### config.mk
export PLATFORM = sky130hd
export DESIGN_NAME = dim_pwm_seq
export DESIGN_NICKNAME = d
export VERILOG_FILES = /design/src/rtl/dim_seq_pkg.sv /design/src/rtl/dim_phase_timer.sv /design/src/rtl/dim_lin_ramp.sv /design/src/rtl/dim_pwm_core.sv /design/src/rtl/dim_pwm_seq.sv
export SDC_FILE = /design/constraint.sdc
export NUM_CORES = 1
export LEC_CHECK = 0
export ABC_AREA = 1
export CORE_ASPECT_RATIO = 1.2
export CORE_MARGIN = 2
export CORE_UTILIZATION = 60
export CTS_BUF_LIST = sky130_fd_sc_hd__clkbuf_8
export DETAILED_ROUTE_END_ITERATION = 7
export PLACE_DENSITY_LB_ADDON = 0.15
export SYNTH_ARGS = -nofsm -noshare
export SYNTH_HDL_FRONTEND = slang
export SYNTH_SLANG_ARGS = --single-unit
### constraint.sdc
create_clock -name clk_i -period 9.55 [get_ports clk_i]
set_clock_uncertainty 0.1 [all_clocks]
set_input_delay 2.865 -clock clk_i [delete_from_list [all_inputs] [get_ports clk_i]]
set_output_delay 2.865 -clock clk_i [all_outputs]
set_load 0.01 [all_outputs]
### src/rtl/dim_seq_pkg.sv
package dim_seq_pkg;
  typedef enum logic [2:0] {
    ST_DELAY   = 3'd0,
    ST_SOFT    = 3'd1,
    ST_FULL    = 3'd2,
    ST_RAMP    = 3'd3,
    ST_REDUCED = 3'd4
  } dim_state_e;
endpackage

### src/rtl/dim_phase_timer.sv
module dim_phase_timer #(
  parameter int TICK_DIV = 50_000_000,
  parameter int SEC_W    = 16,
  parameter int TICK_W   = $clog2(TICK_DIV + 1)
) (
  input  logic             clk_i,
  input  logic             rst_ni,
  input  logic [SEC_W-1:0] len_i,
  output logic             done_o
);
  logic [TICK_W-1:0] sub_q;
  logic [SEC_W-1:0]  sec_q;
  logic              tick;

  assign tick   = (sub_q == TICK_W'(TICK_DIV - 1));
  assign done_o = tick && (sec_q == len_i - SEC_W'(1));

  // phase restarts itself on done
  always_ff @(posedge clk_i or negedge rst_ni) begin
    if (!rst_ni) begin
      sub_q <= '0;
      sec_q <= '0;
    end else if (done_o) begin
      sub_q <= '0;
      sec_q <= '0;
    end else if (tick) begin
      sub_q <= '0;
      sec_q <= sec_q + SEC_W'(1);
    end else begin
      sub_q <= sub_q + TICK_W'(1);
    end
  end

  p_tick_bound_r2: assert property (@(posedge clk_i) disable iff (!rst_ni)
    sub_q <= TICK_W'(TICK_DIV - 1));
endmodule

### src/rtl/dim_lin_ramp.sv
module dim_lin_ramp #(
  parameter int TOT_W  = 42,
  parameter int DUTY_W = 11
) (
  input  logic              clk_i,
  input  logic              rst_ni,
  input  logic              clr_i,
  input  logic [DUTY_W-1:0] span_i,
  input  logic [TOT_W-1:0]  total_i,
  output logic              step_o
);
  // span_i counts spread evenly over total_i clocks, at most one per clock
  logic [TOT_W:0] acc_q, sum, acc_nx;

  assign sum    = acc_q + (TOT_W+1)'(span_i);
  assign step_o = (sum >= {1'b0, total_i});
  assign acc_nx = step_o ? sum - {1'b0, total_i} : sum;

  always_ff @(posedge clk_i or negedge rst_ni) begin
    if (!rst_ni)    acc_q <= '0;
    else if (clr_i) acc_q <= '0;
    else            acc_q <= acc_nx;
  end

  p_acc_bound_r7: assert property (@(posedge clk_i) disable iff (!rst_ni)
    acc_q < {1'b0, total_i});
endmodule

### src/rtl/dim_pwm_core.sv
module dim_pwm_core #(
  parameter int PERIOD_CYC = 1515,
  parameter int DUTY_W     = 11,
  parameter int DEAD_W     = 6
) (
  input  logic              clk_i,
  input  logic              rst_ni,
  input  logic              en_i,
  input  logic [DUTY_W-1:0] duty_i,
  input  logic [DEAD_W-1:0] dead_i,
  output logic              hs_o,
  output logic              ls_o
);
  localparam int CMP_W = ((DUTY_W > DEAD_W) ? DUTY_W : DEAD_W) + 1;
  localparam logic [DUTY_W-1:0] LAST = DUTY_W'(PERIOD_CYC - 1);

  logic [DUTY_W-1:0] cnt_q, duty_q;
  logic [DEAD_W-1:0] dead_q;
  logic              en_q;
  logic [CMP_W-1:0]  c_x, d_x, t_x;

  always_ff @(posedge clk_i or negedge rst_ni) begin
    if (!rst_ni) begin
      cnt_q  <= '0;
      duty_q <= '0;
      dead_q <= '0;
      en_q   <= 1'b0;
    end else if (cnt_q == LAST) begin
      cnt_q  <= '0;
      duty_q <= duty_i;
      dead_q <= dead_i;
      en_q   <= en_i;
    end else begin
      cnt_q  <= cnt_q + DUTY_W'(1);
    end
  end

  assign c_x  = CMP_W'(cnt_q);
  assign d_x  = CMP_W'(duty_q);
  assign t_x  = CMP_W'(dead_q);
  assign hs_o = en_q && (c_x >= t_x) && (c_x < d_x);
  assign ls_o = en_q && (c_x >= d_x + t_x);

  p_no_overlap_r3: assert property (@(posedge clk_i) disable iff (!rst_ni)
    !(hs_o && ls_o));
  p_period_wrap_r3: assert property (@(posedge clk_i) disable iff (!rst_ni)
    (cnt_q == LAST) |=> (cnt_q == '0));
  p_mid_period_hold_r4: assert property (@(posedge clk_i) disable iff (!rst_ni)
    (cnt_q != LAST) |=> $stable(duty_q) && $stable(dead_q) && $stable(en_q));
endmodule

### src/rtl/dim_pwm_seq.sv
module dim_pwm_seq
  import dim_seq_pkg::*;
#(
  parameter int PERIOD_CYC = 1515,        // switching period in clocks
  parameter int TICK_DIV   = 50_000_000,  // clocks per second, must be >= PERIOD_CYC/2
  parameter int SEC_W      = 16,
  parameter int DEAD_W     = 6,
  parameter int DELAY_S    = 600,
  parameter int MIN_HOLD_S = 900,
  parameter int MIN_RAMP_S = 90,
  parameter int DUTY_W     = $clog2(PERIOD_CYC + 1)
) (
  input  logic              clk_i,
  input  logic              rst_ni,
  input  logic [SEC_W-1:0]  soft_s_i,
  input  logic [SEC_W-1:0]  hold_s_i,
  input  logic [SEC_W-1:0]  ramp_s_i,
  input  logic [DUTY_W-1:0] red_duty_i,
  input  logic [DEAD_W-1:0] dead_i,
  output logic              hs_o,
  output logic              ls_o,
  output logic [2:0]        state_o
);
  localparam int    TICK_W       = $clog2(TICK_DIV + 1);
  localparam int    TOT_W        = SEC_W + TICK_W;
  localparam int    HALF         = PERIOD_CYC / 2;
  localparam int    MIN_DUTY     = PERIOD_CYC / 5;
  localparam longint MIN_HOLD_CLK = longint'(MIN_HOLD_S) * longint'(TICK_DIV);
  localparam longint MIN_RAMP_CLK = longint'(MIN_RAMP_S) * longint'(TICK_DIV);

  dim_state_e        state_q, state_nx;
  logic [DUTY_W-1:0] duty_q, red_lo, tgt, span;
  logic [SEC_W-1:0]  soft_len, hold_len, ramp_len, len_sel;
  logic [TOT_W-1:0]  total_soft, total_ramp, total;
  logic              phase_done, step, rising;

  // lamp protection floors
  assign soft_len = (soft_s_i == '0) ? SEC_W'(1) : soft_s_i;
  assign hold_len = (hold_s_i < SEC_W'(MIN_HOLD_S)) ? SEC_W'(MIN_HOLD_S) : hold_s_i;
  assign ramp_len = (ramp_s_i < SEC_W'(MIN_RAMP_S)) ? SEC_W'(MIN_RAMP_S) : ramp_s_i;
  assign red_lo   = (red_duty_i < DUTY_W'(MIN_DUTY)) ? DUTY_W'(MIN_DUTY) : red_duty_i;
  assign tgt      = (red_lo > DUTY_W'(HALF)) ? DUTY_W'(HALF) : red_lo;

  assign total_soft = TOT_W'(soft_len) * TOT_W'(TICK_DIV);
  assign total_ramp = TOT_W'(ramp_len) * TOT_W'(TICK_DIV);
  assign rising     = (state_q == ST_DELAY) || (state_q == ST_SOFT);
  assign span       = rising ? DUTY_W'(HALF) : DUTY_W'(HALF) - tgt;
  assign total      = rising ? total_soft : total_ramp;

  always_comb begin
    len_sel  = SEC_W'(DELAY_S);
    state_nx = state_q;
    unique case (state_q)
      ST_DELAY: begin len_sel = SEC_W'(DELAY_S); state_nx = ST_SOFT;    end
      ST_SOFT:  begin len_sel = soft_len;        state_nx = ST_FULL;    end
      ST_FULL:  begin len_sel = hold_len;        state_nx = ST_RAMP;    end
      ST_RAMP:  begin len_sel = ramp_len;        state_nx = ST_REDUCED; end
      default:  begin len_sel = ramp_len;        state_nx = ST_REDUCED; end
    endcase
  end

  dim_phase_timer #(.TICK_DIV(TICK_DIV), .SEC_W(SEC_W), .TICK_W(TICK_W)) u_timer (
    .clk_i  (clk_i),
    .rst_ni (rst_ni),
    .len_i  (len_sel),
    .done_o (phase_done)
  );

  dim_lin_ramp #(.TOT_W(TOT_W), .DUTY_W(DUTY_W)) u_ramp (
    .clk_i   (clk_i),
    .rst_ni  (rst_ni),
    .clr_i   (phase_done),
    .span_i  (span),
    .total_i (total),
    .step_o  (step)
  );

  always_ff @(posedge clk_i or negedge rst_ni) begin
    if (!rst_ni) begin
      state_q <= ST_DELAY;
      duty_q  <= '0;
    end else begin
      if (phase_done) state_q <= state_nx;
      if (step && state_q == ST_SOFT)      duty_q <= duty_q + DUTY_W'(1);
      else if (step && state_q == ST_RAMP) duty_q <= duty_q - DUTY_W'(1);
    end
  end

  dim_pwm_core #(.PERIOD_CYC(PERIOD_CYC), .DUTY_W(DUTY_W), .DEAD_W(DEAD_W)) u_pwm (
    .clk_i  (clk_i),
    .rst_ni (rst_ni),
    .en_i   (state_q != ST_DELAY),
    .duty_i (duty_q),
    .dead_i (dead_i),
    .hs_o   (hs_o),
    .ls_o   (ls_o)
  );

  assign state_o = state_q;

  // phase-length counters for the protection checks
  logic [TOT_W-1:0] full_clk_q, ramp_clk_q;
  always_ff @(posedge clk_i or negedge rst_ni) begin
    if (!rst_ni) begin
      full_clk_q <= '0;
      ramp_clk_q <= '0;
    end else begin
      full_clk_q <= (state_q == ST_FULL) ? full_clk_q + TOT_W'(1) : '0;
      ramp_clk_q <= (state_q == ST_RAMP) ? ramp_clk_q + TOT_W'(1) : '0;
    end
  end

  p_delay_quiet_r2: assert property (@(posedge clk_i) disable iff (!rst_ni)
    (state_q == ST_DELAY) |-> !hs_o && !ls_o);
  p_soft_monotone_r5: assert property (@(posedge clk_i) disable iff (!rst_ni)
    (state_q == ST_SOFT) |=> duty_q >= $past(duty_q));
  p_duty_cap_r5: assert property (@(posedge clk_i) disable iff (!rst_ni)
    duty_q <= DUTY_W'(HALF));
  p_hold_level_r6: assert property (@(posedge clk_i) disable iff (!rst_ni)
    (state_q == ST_FULL) |-> duty_q == DUTY_W'(HALF));
  p_warmup_r6: assert property (@(posedge clk_i) disable iff (!rst_ni)
    (state_q == ST_FULL && phase_done) |-> full_clk_q >= TOT_W'(MIN_HOLD_CLK - 1));
  p_ramp_len_r7: assert property (@(posedge clk_i) disable iff (!rst_ni)
    (state_q == ST_RAMP && phase_done) |-> ramp_clk_q >= TOT_W'(MIN_RAMP_CLK - 1));
  p_ramp_rate_r7: assert property (@(posedge clk_i) disable iff (!rst_ni)
    (state_q == ST_RAMP) |=> (duty_q <= $past(duty_q)) &&
                             ($past(duty_q) - duty_q <= DUTY_W'(1)));
  p_floor_r8: assert property (@(posedge clk_i) disable iff (!rst_ni)
    (state_q == ST_REDUCED) |-> duty_q >= DUTY_W'(MIN_DUTY));
  p_no_return_r9: assert property (@(posedge clk_i) disable iff (!rst_ni)
    (state_q == ST_REDUCED) |=> (state_q == ST_REDUCED) && $stable(duty_q));
  p_code_range_r10: assert property (@(posedge clk_i) disable iff (!rst_ni)
    state_o <= 3'd4);
endmodule

==> reports/qor.yml <==
setup_path:
  crit_slowest_cell: "fa_2"
  critPathLaunchType: "input port"
  path_buf_inv: 12
  reg2reg_from: "state_o[2]"
  critPathMostFrequentCell: "fa_1"
  critPathTopFamily: "adder cells"
  crit_cells: 51
  path_max_fanout: 5
  rr_worst_depth: 42
  reg2reg_slack_ns: 2.18
  cp-end-kind: "flip-flop"
  crit_start: "ramp_s_i[11]"
  cp.required_ns: 9.83
  slowest_delay_ns: 0.57
  crit_arrival_ns: 11.73
  path_class: "input port to flip-flop"
  crit_end: "duty_q[9]"
  r2r-end: "duty_q[9]"
route:
  detail-route-antenna-nets: 0
  drt-initial-drc-count: 1612
  via_count: 23400
  firstDrtPassIters: 6
  wirelength_mm: 75.3
  drc: 0
  vias_per_cell: 5.51
  avgRoutedWirePerCell_um: 17.8
final_layout:
  multi_input_area_um2: 18500
  antenna_cells: 0
  area_growth_pct: 33.8
  nNetsFinal: 4364
  drive_above_1_share_pct: 27.2
  register_area_um2: 3200
  design_area_um2: 30800
  n_fill_cell: 2506
sta:
  maxSlewViolCount: 0
  tightest_slew_ns: 0.947
  setup-violations-final: 47
  hold_ws_ns: 0.385
  rsz0062_at_grt: "true"
  worst_slack_ns: -1.89
  fmax_ghz: 0.0874
  max_slew_margin_pct: 36.9
  finalHoldViolations: 0
  period_share_pct: 120
  period_needed_ns: 11.44
logic_synthesis:
  yosys.area.top_type: "fa_1"
  synth.cell_area_um2: 23000
  synth_seq_cells: 128
  ys_seq_area_share_pct: 13.9
  syn_area_per_cell_um2: 7.51
  yosys_warnings: 0
  synthArstFlopShare_pct: 100
  yosys.cell_types.count: 56
  synth-edff-count: 0
  ys.flop_type: "dfrtp_1"
  synth.area.top_cells: "fa_1 19%, ha_1 18%, dfrtp_1 14%"
  yosys.cell_count.top_type: "inv_1"
  synth_nets: 3686
  netlist_instances: 3069
  yosysTopAreaCellShare_pct: 19.1
  synth_common_cells: "636 x inv_1, 509 x nand2_1, 330 x ha_1, 255 x nor2_1, 220 x fa_1"
place:
  place_area_um2: 28600
  io_buffer_count: 71
  gp_congestion: 1.01
  hpwl_mm: 60.7
  post-place-ws_ns: -3.04
clock_tree:
  clock_sinks: 128
  cts_root_buffer: "clkbuf_8"
  cts_max_level: 4
  cts_tree: "done"
  path_clk_slew_ns: 0.07
  numCtsBuffers: 17
  clk_path_buf_depth: 2
  clkLatencyLatePin_ns: 0.51
die:
  ios: 72
  die_area_um2: 40000
  core_um2: 37900
  start_util_pct: 60.8
  fp-row-count: 78
  die_w_um: 183
  die_h_um: 219
outcome:
  violations: "negative setup slack"
  status: "finished with violations"
run:
  maxCapViolations: 0
grt:
  grt_overflow_total: 0
  grt_pass1_wl_mm: 118
  grt_start_max_net_pins: 72
  first_global_vias: 23900
  antenna_found_initial: 0
  grt_use_total_pct: 37.4
worst_hold_path:
  hold_class: "flip-flop to flip-flop"
==> repair_timing <==
item	4_1_cts	5_1_grt
pin swaps	152	91
resized for setup	228	144
cloned	0	5
buffers inserted	59	30
setup endpoints to repair	47	47
hold buffers	0	0
==> registers in the layout (all words and copies together), names as in the netlist <==
name and cells:
u_ramp.acc_q 43, state_o 3, u_pwm.dead_q 6, u_timer.sub_q 26, duty_q 11, u_timer.sec_q 16
u_pwm.duty_q 11, u_pwm.cnt_q 11, u_pwm.en_q 1
==> worst min path at each step <==
stage / startpoint / to / cells past startpoint
final: u_timer.sub_q[0] / u_timer.sub_q[0] / 1
after global placement: u_timer.sub_q[0] / u_timer.sub_q[0] / 1
after CTS: u_timer.sub_q[0] / u_timer.sub_q[0] / 1
after detailed placement: u_timer.sub_q[0] / u_timer.sub_q[0] / 1
after floorplan: u_timer.sub_q[0] / u_timer.sub_q[0] / 1
after global routing: u_timer.sub_q[0] / u_timer.sub_q[0] / 1
==> per-stage QoR <==
stage	TNS, ns	cells	util (%)
6_report	-52.79	4240	81.4
5_1_grt	-66.25	4240	81.4
4_1_cts	-51.76	4213	79.4
3_5_place_dp	-110.92	4123	75.6
3_3_place_gp	-102.01	4123	75.6
2_1_floorplan	-36.24	3069	-
==> layout make-up <==
type,instances,area share [%]
clock inverter,14,0.572
clock buffer,18,0.804
sequential,128,10.4
timing repair buffer,702,18.0
inverter,653,8.10
multi-input combinational,2245,60.2
tap,480,1.95
==> placed cells by master, fill, tap and decap left out, drive strengths merged, types with 7 or more instances in the layout <==
cell	netlist	routed
nand4	37	37
buf	14	641
o21ai	176	176
nand3	154	154
ha	330	330
nor2	284	284
xnor2	44	44
a21boi	12	12
xor2	89	89
nor3	45	45
inv	652	656
a21o	8	8
a21oi	197	197
o21a	11	11
or2	21	21
nand2	530	530
dlygate4sd2	0	14
nor4	16	16
fa	220	220
clkdlybuf4s50	0	40
a31oi	18	18
dfrtp	128	128
nand3b	7	7
o21bai	10	10
clkbuf	29	23
==> worst reg2reg max path, delay by kind of cell (launching register included) <==
family,cells,cell delay (ns)
and+or+nand+nor,19,2.62
AOI/OAI and AO/OA,12,1.51
buffers and inverters,6,1.04
DFF,1,0.48
xor gates and xnor gates,2,0.73
adders and majority gates,3,0.82
==> kinds of logic (layout without fill, tap and decap cells) <==
family	count (synthesis)	after routing	synth area share [%]
flip-flops	128	128	13.9
adder cells (fa/ha/maj)	550	550	37.0
AO/OA/AOI/OAI	456	456	10.9
buffers and inverters	696	1387	11.7
XOR/XNOR	133	133	5.06
multiplexers	4	4	0.174
other	1	1	0.0163
AND/OR/NAND/NOR	1101	1101	21.3
==> routing by layer <==
| layer | wire length, um | global-route usage [%] | up-vias |
|---|---|---|---|
| li1 | - | - | 11100 |
| met1 | 30100 | 46.0 | 11200 |
| met2 | 36600 | 64.9 | 812 |
| met3 | 3880 | 4.22 | 228 |
| met4 | 4650 | 18.9 | 0 |
| met5 | 0 | 0 | - |
Power is left out: the tool's default activity adds up to more than one toggle a clock period on the data nets, which glitch-free logic cannot reach.
